`config.mk`:
```
export PLATFORM = sky130hd
export DESIGN_NAME = csp_ctrl_port
export DESIGN_NICKNAME = d
export VERILOG_FILES = /design/src/rtl/ctl_sport_pkg.sv /design/src/rtl/csp_sclk_div.sv /design/src/rtl/csp_frame_shift.sv /design/src/rtl/csp_reg_bank.sv /design/src/rtl/csp_ctrl_port.sv
export SDC_FILE = /design/constraint.sdc
export NUM_CORES = 1
export LEC_CHECK = 0
export BUFFER_PORTS_ARGS = -buffer_cell sky130_fd_sc_hd__buf_4
export CAP_MARGIN = 40
export CORE_UTILIZATION = 54
export DETAILED_ROUTE_END_ITERATION = 10
export GPL_TIMING_DRIVEN = 0
export PLACE_DENSITY_LB_ADDON = 0.12
export SYNTH_ARGS = -nofsm -noshare
export SYNTH_HDL_FRONTEND = slang
export SYNTH_SLANG_ARGS = --single-unit
```
`constraint.sdc`:
```
create_clock -name clk_i -period 3.7 [get_ports clk_i]
set_input_delay 0.925 -clock clk_i [delete_from_list [all_inputs] [get_ports clk_i]]
set_output_delay 0.925 -clock clk_i [all_outputs]
set_load 0.005 [all_outputs]
```
`src/rtl/ctl_sport_pkg.sv`:
```
package ctl_sport_pkg;
  localparam int ADDR_W = 6;
  localparam int DATA_W = 10;
  localparam int WORD_W = ADDR_W + DATA_W;
  typedef logic [ADDR_W-1:0] addr_t;
  typedef logic [DATA_W-1:0] data_t;
  typedef logic [WORD_W-1:0] word_t;
endpackage

```
`src/rtl/csp_sclk_div.sv`:
```
module csp_sclk_div
  import ctl_sport_pkg::*;
(
  input  logic  clk_i,
  input  logic  rst_ni,
  input  logic  hold_i,
  input  data_t half_i,
  output logic  sclk_o,
  output logic  rise_o,
  output logic  fall_o
);
  data_t cnt_q, half;
  logic  sclk_q, tick;

  assign half   = (half_i == '0) ? data_t'(1) : half_i;
  assign tick   = !hold_i && (cnt_q >= half - data_t'(1));
  assign rise_o = tick && !sclk_q;
  assign fall_o = tick && sclk_q;
  assign sclk_o = sclk_q;

  always_ff @(posedge clk_i or negedge rst_ni) begin
    if (!rst_ni) begin
      cnt_q  <= '0;
      sclk_q <= 1'b0;
    end else if (hold_i) begin
      cnt_q  <= '0;
      sclk_q <= 1'b0;
    end else if (tick) begin
      cnt_q  <= '0;
      sclk_q <= !sclk_q;
    end else begin
      cnt_q  <= cnt_q + data_t'(1);
    end
  end
endmodule

```
`src/rtl/csp_frame_shift.sv`:
```
module csp_frame_shift
  import ctl_sport_pkg::*;
(
  input  logic  clk_i,
  input  logic  rst_ni,
  input  logic  hold_i,
  input  logic  rise_i,
  input  logic  fall_i,
  input  logic  fs_i,
  input  logic  sdi_i,
  input  word_t tx_word_i,
  output logic  sdo_o,
  output logic  wr_o,
  output word_t wr_word_o
);
  localparam int CNT_W = $clog2(WORD_W) + 1;

  word_t            in_q, out_q, word_q;
  logic [CNT_W-1:0] cnt_q;
  logic             pend_q, wr_q;

  always_ff @(posedge clk_i or negedge rst_ni) begin
    if (!rst_ni) begin
      in_q <= '0; out_q <= '0; word_q <= '0;
      cnt_q <= '0; pend_q <= 1'b0; wr_q <= 1'b0;
    end else if (hold_i) begin
      in_q <= '0; out_q <= '0; word_q <= '0;
      cnt_q <= '0; pend_q <= 1'b0; wr_q <= 1'b0;
    end else begin
      wr_q <= 1'b0;
      if (rise_i) begin
        if (fs_i) begin
          in_q   <= {in_q[WORD_W-2:0], sdi_i};
          cnt_q  <= CNT_W'(1);
          pend_q <= 1'b1;
        end else if (cnt_q != '0) begin
          in_q <= {in_q[WORD_W-2:0], sdi_i};
          if (cnt_q == CNT_W'(WORD_W-1)) begin
            cnt_q  <= '0;
            wr_q   <= 1'b1;
            word_q <= {in_q[WORD_W-2:0], sdi_i};
          end else begin
            cnt_q <= cnt_q + CNT_W'(1);
          end
        end
      end
      if (fall_i) begin
        if (pend_q) begin
          out_q  <= tx_word_i;
          pend_q <= 1'b0;
        end else begin
          out_q <= {out_q[WORD_W-2:0], 1'b0};
        end
      end
    end
  end

  assign sdo_o     = out_q[WORD_W-1];
  assign wr_o      = wr_q;
  assign wr_word_o = word_q;

  AST_SDO_ON_FALL: assert property (@(posedge clk_i) disable iff (!rst_ni)
    !fall_i && !hold_i |=> $stable(sdo_o));
  AST_WR_ONE_CYCLE: assert property (@(posedge clk_i) disable iff (!rst_ni)
    wr_o |=> !wr_o);
endmodule

```
`src/rtl/csp_reg_bank.sv`:
```
module csp_reg_bank
  import ctl_sport_pkg::*;
#(
  parameter int GRP_N      = 2,
  parameter int GRP_REGS   = 4,
  parameter int GRP_STRIDE = 8,
  parameter int SRST_BIT   = 9,
  parameter int SRST_CLKS  = 4,
  parameter int PTR_ADDR   = 62,
  parameter int RATE_ADDR  = 63,
  parameter int RATE_RST   = 4
) (
  input  logic                              clk_i,
  input  logic                              rst_ni,
  input  logic                              hold_i,
  input  logic                              wr_i,
  input  word_t                             wr_word_i,
  output logic [GRP_N*GRP_REGS*DATA_W-1:0]  regs_o,
  output data_t                             rate_o,
  output word_t                             tx_word_o
);
  localparam int STR_L = $clog2(GRP_STRIDE);
  localparam int SC_W  = $clog2(SRST_CLKS);
  localparam int GW    = GRP_REGS * DATA_W;

  addr_t wr_addr;
  data_t wr_data, rd_data;
  addr_t ptr_q;
  data_t rate_q;
  logic  addr_def;

  assign wr_addr = wr_word_i[WORD_W-1:DATA_W];
  assign wr_data = wr_word_i[DATA_W-1:0];

  for (genvar g = 0; g < GRP_N; g++) begin : gen_grp
    logic [GW-1:0]   r_q;
    logic [SC_W-1:0] sc_q;
    logic            hit, srst_hit;
    logic [STR_L-1:0] idx;

    assign idx      = wr_addr[STR_L-1:0];
    assign hit      = wr_i && (wr_addr[ADDR_W-1:STR_L] == (ADDR_W-STR_L)'(g))
                      && (idx < STR_L'(GRP_REGS));
    assign srst_hit = hit && (idx == '0) && wr_data[SRST_BIT];

    always_ff @(posedge clk_i or negedge rst_ni) begin
      if (!rst_ni) begin
        r_q <= '0; sc_q <= '0;
      end else if (hold_i) begin
        r_q <= '0; sc_q <= '0;
      end else if (srst_hit) begin
        r_q <= '0; sc_q <= SC_W'(SRST_CLKS-1);
      end else if (sc_q != '0) begin
        r_q <= '0; sc_q <= sc_q - SC_W'(1);
      end else if (hit) begin
        for (int k = 0; k < GRP_REGS; k++)
          if (idx == STR_L'(k)) r_q[k*DATA_W +: DATA_W] <= wr_data;
      end
    end

    assign regs_o[g*GW +: GW] = r_q;

    AST_SRST_CLEARS: assert property (@(posedge clk_i) disable iff (!rst_ni)
      srst_hit && !hold_i |=> r_q == '0);
  end

  always_ff @(posedge clk_i or negedge rst_ni) begin
    if (!rst_ni) begin
      ptr_q <= '0; rate_q <= data_t'(RATE_RST);
    end else if (hold_i) begin
      ptr_q <= '0; rate_q <= data_t'(RATE_RST);
    end else if (wr_i) begin
      if (wr_addr == addr_t'(PTR_ADDR))  ptr_q  <= wr_data[ADDR_W-1:0];
      if (wr_addr == addr_t'(RATE_ADDR)) rate_q <= wr_data;
    end
  end

  always_comb begin
    rd_data  = '0;
    addr_def = (wr_addr == addr_t'(PTR_ADDR)) || (wr_addr == addr_t'(RATE_ADDR));
    for (int g = 0; g < GRP_N; g++)
      for (int k = 0; k < GRP_REGS; k++) begin
        if (ptr_q == addr_t'(g*GRP_STRIDE + k)) rd_data = regs_o[(g*GRP_REGS+k)*DATA_W +: DATA_W];
        if (wr_addr == addr_t'(g*GRP_STRIDE + k)) addr_def = 1'b1;
      end
    if (ptr_q == addr_t'(PTR_ADDR))  rd_data = data_t'(ptr_q);
    if (ptr_q == addr_t'(RATE_ADDR)) rd_data = rate_q;
  end

  assign rate_o    = rate_q;
  assign tx_word_o = {ptr_q, rd_data};

  AST_SRST_KEEPS_PTR: assert property (@(posedge clk_i) disable iff (!rst_ni)
    wr_i && !hold_i && (wr_addr[STR_L-1:0] == '0) && wr_data[SRST_BIT] && addr_def
    && (wr_addr != addr_t'(PTR_ADDR)) && (wr_addr != addr_t'(RATE_ADDR))
    |=> $stable(ptr_q) && $stable(rate_q));
  AST_UNDEF_IGNORED: assert property (@(posedge clk_i) disable iff (!rst_ni)
    wr_i && !hold_i && !addr_def |=> $stable(regs_o) && $stable(ptr_q) && $stable(rate_q));
endmodule

```
`src/rtl/csp_ctrl_port.sv`:
```
module csp_ctrl_port
  import ctl_sport_pkg::*;
#(
  parameter int GRP_N    = 2,
  parameter int GRP_REGS = 4,
  parameter int POR_CLKS = 8
) (
  input  logic                             clk_i,
  input  logic                             rst_ni,
  input  logic                             fs_i,
  input  logic                             sdi_i,
  output logic                             sclk_o,
  output logic                             sdo_o,
  output logic [GRP_N*GRP_REGS*DATA_W-1:0] regs_o
);
  localparam int POR_W = $clog2(POR_CLKS + 1);

  logic [POR_W-1:0] por_q;
  logic  hold, rise, fall, wr;
  word_t wr_word, tx_word;
  data_t rate;

  assign hold = (por_q != POR_W'(POR_CLKS));

  always_ff @(posedge clk_i or negedge rst_ni) begin
    if (!rst_ni)   por_q <= '0;
    else if (hold) por_q <= por_q + POR_W'(1);
  end

  csp_sclk_div u_div (
    .clk_i(clk_i), .rst_ni(rst_ni), .hold_i(hold), .half_i(rate),
    .sclk_o(sclk_o), .rise_o(rise), .fall_o(fall)
  );

  csp_frame_shift u_shift (
    .clk_i(clk_i), .rst_ni(rst_ni), .hold_i(hold), .rise_i(rise), .fall_i(fall),
    .fs_i(fs_i), .sdi_i(sdi_i), .tx_word_i(tx_word),
    .sdo_o(sdo_o), .wr_o(wr), .wr_word_o(wr_word)
  );

  csp_reg_bank #(.GRP_N(GRP_N), .GRP_REGS(GRP_REGS)) u_bank (
    .clk_i(clk_i), .rst_ni(rst_ni), .hold_i(hold), .wr_i(wr), .wr_word_i(wr_word),
    .regs_o(regs_o), .rate_o(rate), .tx_word_o(tx_word)
  );

  AST_HOLD_NO_SCLK: assert property (@(posedge clk_i) disable iff (!rst_ni)
    hold |=> !sclk_o);
endmodule

```
Yosys cells after proc, flatten, opt, wreduce, memory -nomap -nowiden
Index checks and enable logic that the tools add are counted.
{ "word_totals": {"register_bits": 169, "latchBits": 0, "ramBits": 0, "mem_bits_ro": 0, "input_bits": 4, "output_inout_bits": 82, "memories": 0} }
{ "op_classes": {"addsub": 6, "n_mul": 0, "div_mod_pow": 0, "order_cmp": 2, "eq_ne": 18, "n_shift": 0, "muxes": 66, "bitwise_logic": 0, "n_reduce_logical": 53} }
{ "ops": {"columns": ["cell", "count"], "rows": [
  ["2-to-1 mux 40 bit", 8],
  ["2-to-1 mux 10 bit", 20],
  ["2-to-1 mux 16 bit", 8],
  ["2-to-1 mux 15 bit", 4],
  ["nonzero test 4 bit", 10],
  ["2-to-1 mux 5 bit", 5],
  ["equality test 6 x 4 -> 1 bit (second input constant)", 4],
  ["equality test 6 bit (second input constant)", 4],
  ["AND reduction 2 bit", 11],
  ["nonzero test 2 bit", 10],
  ["2-to-1 mux 6 bit", 3],
  ["equality test 6 x 2 -> 1 bit (second input constant)", 2],
  ["2-to-1 mux 1 bit", 12],
  ["2-to-1 mux 2 bit", 6],
  ["logical AND 1 bit", 11],
  ["adder 10 x 1 -> 10 bit (second input constant)", 1],
  [">= comparator 10 bit", 1],
  ["zero test 10 bit", 1],
  ["subtractor 10 x 1 -> 10 bit (second input constant)", 1],
  ["nonzero test 3 bit", 3],
  ["equality test 3 x 1 -> 1 bit (second input constant)", 2],
  ["equality test 3 x 2 -> 1 bit (second input constant)", 2],
  ["equality test 6 x 1 -> 1 bit (second input constant)", 1],
  ["zero test 3 bit", 2],
  ["11 further kinds", 13]
]} }

Logic depth before layout (Yosys ltp)
{ "logic_depth": {"depth_word": 14, "depth_mapped": 16} }

Modules after synthesis
A second synthesis with hierarchy kept.
{ "unflattened": {"cells_unflattened": 840, "area_unflattened_um2": 8715.9} }
{ "modules_own_cells": {"columns": ["mod", "n_inst", "cells_per_inst", "area_per_inst_um2", "seq_area_each_um2"], "rows": [
  ["csp_reg_bank", 1, 477, 5147.4, 2503.7],
  ["csp_frame_shift", 1, 248, 2413.6, 1351.3],
  ["csp_sclk_div", 1, 100, 944.7, 275.3],
  ["csp_ctrl_port", 1, 15, 210.2, 100.1]
]} }

Worst setup path after synthesis
Ideal clock, no wire load.
{ "synth_timing": {"path_kind": "register to register", "start": "register u_bank.rate_q[4] (netlist: u_bank.rate_o[4])", "end": "register u_div.cnt_q[2]", "arrival_time_ns": 3.192, "required_ns": 3.559, "setup_slack_ns": 0.367, "stages_incl_launch_ff": 16, "period_less_slack_ns": 3.333, "path_cell_list": "dfrtp_1 -> clkbuf_1 -> nor4_1 -> nor3b_1 -> a31oi_1 -> ha_1 -> nand2_1 -> nor3_1 -> xnor2_1 -> ha_1 -> and4_1 -> o21ai_0 -> o21a_1 -> clkbuf_1 -> o21ai_1 -> nor2_1"} }
{ "synth_between": {"elab_chain_cells": 7} }
{ "synth_lines": {"columns": ["item", "line", "text"], "rows": [
  ["start: declaration", "csp_reg_bank.sv:29", "data_t rate_q;"],
  ["start signal: assignment", "csp_reg_bank.sv:74", "if (wr_addr == addr_t'(RATE_ADDR)) rate_q <= wr_data;"],
  ["zero test 10 bit", "csp_sclk_div.sv:15", "assign half = (half_i == '0) ? data_t'(1) : half_i;"],
  ["2-to-1 mux 10 bit *", "csp_sclk_div.sv:15", null],
  ["subtractor 10 x 1 -> 10 bit *", "csp_sclk_div.sv:16", "assign tick = !hold_i && (cnt_q >= half - data_t'(1));"],
  [">= comparator 10 bit *", "csp_sclk_div.sv:16", null],
  ["logical AND 1 bit *", "csp_sclk_div.sv:16", null],
  ["2-to-1 mux 10 bit *", "csp_sclk_div.sv:28", "end else if (tick) begin"],
  ["2-to-1 mux 10 bit *", "csp_sclk_div.sv:25", "end else if (hold_i) begin"],
  ["end signal: assignment", "csp_sclk_div.sv:32", "cnt_q <= cnt_q + data_t'(1);"],
  ["end: declaration", "csp_sclk_div.sv:12", "data_t cnt_q, half;"]
]} }
Mark *: on every way between the ends. The rest lies on a longest branch, timed or not.
A chain may end at the register's enable or synchronous reset.

Worst setup path in the final report
{ "layout_timing": {"start": "register u_bank.rate_q[4] (netlist: u_bank.rate_o[4])", "end": "register u_shift.out_q[0]"} }
{ "layout_between": {"elab_chain_cells": 7} }
{ "layout_lines": {"columns": ["item", "line", "text"], "rows": [
  ["zero test 10 bit", "csp_sclk_div.sv:15", null],
  ["2-to-1 mux 10 bit *", "csp_sclk_div.sv:15", null],
  ["subtractor 10 x 1 -> 10 bit *", "csp_sclk_div.sv:16", null],
  [">= comparator 10 bit *", "csp_sclk_div.sv:16", null],
  ["logical AND 1 bit *", "csp_sclk_div.sv:16", null],
  ["logical AND 1 bit *", "csp_sclk_div.sv:18", "assign fall_o = tick && sclk_q;"],
  ["nonzero test 2 bit (no source line) *", null, null],
  ["end signal: assignment", "csp_frame_shift.sv:49", "out_q <= tx_word_i;"],
  ["end signal: assignment", "csp_frame_shift.sv:52", "out_q <= {out_q[WORD_W-2:0], 1'b0};"],
  ["end: declaration", "csp_frame_shift.sv:18", "word_t in_q, out_q, word_q;"]
]} }
Marked as above.

==> flow_summary.yaml <==
run_status:
  status: "complete, no violations"
layout:
  antenna_cells: 0
  fin_nets: 985
  utilization: 0.669
  area_delta_synth_final_pct: 18.9
  final_common_cell: "dfrtp_1"
  final_cell_mix: "dfrtp_1, nand2_1, o21ai_0"
  fillCellCount: 1252
  drive_gt1_frac: 0.179
grt:
  overflow: 0
  antenna_found_initial: 1
  grt_pass1_wl_microns: 38000
  grt_usage: 0.314
  grt_max_degree: 94
  grt_pass1_vias: 6746
route:
  vias: 7238
  dr.pass1.iters: 5
  antenna_left: 0
  drc: 0
  first_iter_violations: 780
  wl_microns: 24000
  vias_per_cell: 6.24
  wl_per_cell_microns: 20.7
timing:
  setup_viol: 0
  slew_headroom: 0.478
  totalNegativeSetupSlack_ns: 0
  fin_skew_ns: 0.0125
  period_needed_ns: 3.59
  clock.fmax_mhz: 278
  finalMaxSlewViolations: 0
  period_share: 0.971
  hold_viol_final: 0
  tightest_slew_ns: 0.784
floorplanning:
  initial_core_util: 0.562
  io_pins: 86
  die_w_microns: 126
  dieArea_sq_um: 15900
  row_count: 44
  core_sq_um: 14800
  die_h_microns: 126
synth:
  synth_top_area_cell: "dfrtp_1"
  syn_nets: 881
  yosysUniqueCellTypes: 63
  syn_area_sq_um: 8300
  synth_compound_area_frac: 0.183
  synthXorXnorAreaFrac: 0.0201
  synth-adder-area-share: 0.0271
  syn-mean-instance-area_sq_um: 9.66
  synthSimpleGateAreaFrac: 0.167
  postSynthCellCount: 859
  ys_seq_area_frac: 0.510
  synth_top_area_frac: 0.507
  ys_ff_latch: 169
  synth_top_family_by_area: "compound AO/OA/AOI/OAI gates"
  muxShareOfSynthArea: 0.0535
  synth_top_cells_by_area: "dfrtp_1, o21ai_0, nand2_1"
  synthFlopType: "dfrtp_1"
  synth-edff-count: 0
  async_flop_share: 1.00
  synth_warnings: 0
clocking:
  cts_tree: "built"
  clk_pin_slew_ns: 0.07
  post_cts_buffers: 0
  cts-root-buf: "clkbuf_16"
  htreeDepth: 4
  insertion_delay_ns: 0.44
  clk_path_buf_depth: 2
  cts.sinks: 169
  cts_buffers: 17
pwr:
  swShare: 0.251
  p_switching_mw: 0.938
  comb_power_share: 0.026
  seqPwrFrac: 0.504
  ir_drop_uv: 323
  p_per_area_nw_per_um2: 379
  intPower_mw: 2.80
  pwr-share-clk: 0.470
  p_leak_nw: 4.27
critical_path:
  cp_data_arrival_time_ns: 3.94
  timing.reg2reg.setup_slack_ns: 0.11
  cp-start-kind: "flip-flop"
  crit_required_ns: 4.05
  critical_path_class: "reg -> reg"
  r2r_start: "u_bank.rate_o[4]"
  timing.rr.end: "u_shift.out_q[0]"
  path_max_fanout: 7
  critPathCaptureType: "flip-flop"
  worstRegToRegCells: 13
  startpoint: "u_bank.rate_o[4]"
placed_design:
  gp_congestion: 0.919
  post-dp-hpwl_microns: 16700
  io_buffers: 84
job:
  cap_violations: 0
worst_hold_path:
  min_path_type: "in -> async"
metrics by stage:
stage	setup WS, ns	hold WS, ns	power, mW	instance area [sq um]	cells
after CTS	0.0313	0.480	3.75	9840	1163
after detailed placement	-0.405	0.477	2.02	9210	1131
final	0.108	0.439	3.74	9870	1160
after global routing	-0.0960	0.487	3.84	9870	1160
after global placement	-0.347	0.471	2.01	9160	1127
after floorplan	0.367	0.455	1.96	8300	859
kinds of logic (layout without fill, tap and decap cells):
| kind of cell | after synthesis | count (layout) |
|---|---|---|
| compound gates | 256 | 256 |
| xor+xnor | 19 | 19 |
| mux | 38 | 38 |
| fa+ha+maj | 18 | 18 |
| buf+inv | 78 | 195 |
| simple gates | 281 | 281 |
| flops | 169 | 169 |
synthesized netlist by cell type (5+ instances only):
cell         n
dfrtp_1    168
nand2_1    106
o21ai_0     91
a21oi_1     55
nor2_1      53
nand3_1     44
clkbuf_1    40
o21ai_1     37
mux2i_1     32
buf_2       19
ha_1        18
inv_1       14
nor3_1      13
a22o_1      12
a31oi_1     11
nand3b_1    11
xnor2_1     10
xor2_1       9
a22oi_1      8
o2bb2ai_1    8
nand2b_1     6
nor4_1       6
a211oi_1     5
and4_1       5
mux4_2       5
nor3b_1      5
or3_1        5
power groups by stage:
| stage | combinational (mW) | clock (mW) | sequential, mW |
|---|---|---|---|
| floorplan | 0.0454 | 0 | 1.91 |
| global placement | 0.0931 | 0 | 1.92 |
| detailed placement | 0.0994 | 0 | 1.92 |
| CTS | 0.0997 | 1.77 | 1.88 |
| global route | 0.113 | 1.84 | 1.88 |
| finish | 0.0982 | 1.76 | 1.88 |
routing by layer:
layer / GRT usage / up-vias / wire, microns
met2: 0.470 / 304 / 11000
met4: 0.108 / 2 / 635
li1: - / 3307 / -
met3: 0.0760 / 44 / 1910
met1: 0.447 / 3581 / 10400
met5: 0 / - / 16
worst max-delay path, cell delays in order, from the launching register on:
cell,delay (ns)
dfrtp_2,0.48
nor4_4,0.40
nor3b_4,0.28
a31oi_1,0.15
ha_1,0.25
nand2_1,0.11
nor3_1,0.08
xnor2_1,0.13
ha_1,0.29
and4_1,0.17
o21ai_0,0.13
o21a_2,0.31
or3_1,0.51
o2bb2ai_1,0.22
area by class of cell:
class	instances	area, sq um	share of cell area
buffer	60	275	0.0279
sequential	169	4230	0.429
clock buffer	17	425	0.0431
multi-input combinational	612	3800	0.386
timing repair buffer	88	686	0.0695
inverter	15	56.3	0.00571
tap	184	230	0.0233
clock inverter	15	154	0.0156
worst max-delay path by stage:
stage	end	slack [ns]	cells after the start
global placement	u_div.cnt_q[7]	-0.35	15
floorplan	u_div.cnt_q[2]	0.37	15
detailed placement	u_shift.out_q[0]	-0.40	13
global route	u_shift.in_q[13]	-0.1	15
finish	u_shift.out_q[0]	0.11	13
CTS	u_shift.out_q[0]	0.03	15
sequential cells by signal, summed over array words and instances, names as in the netlist:
| name | cells |
|---|---|
| u_bank.rate_o | 10 |
| u_shift.pend_q | 1 |
| u_bank.gen_grp.sc_q | 4 |
| u_bank.ptr_q | 6 |
| u_div.cnt_q | 10 |
| u_shift.cnt_q | 5 |
| u_shift.out_q | 16 |
| u_div.sclk_o | 1 |
| u_shift.wr_word_o | 16 |
| por_q | 4 |
| u_shift.wr_o | 1 |
| u_bank.gen_grp.r_q | 80 |
| u_shift.in_q | 15 |
timing repair:
item                       in CTS  in global routing
setup endpoints to repair      64                 61
resized for setup              12                 20
hold buffers                    0                  0
pin swaps                       1                  2
Note: power is estimated with default switching activity, not from simulation.
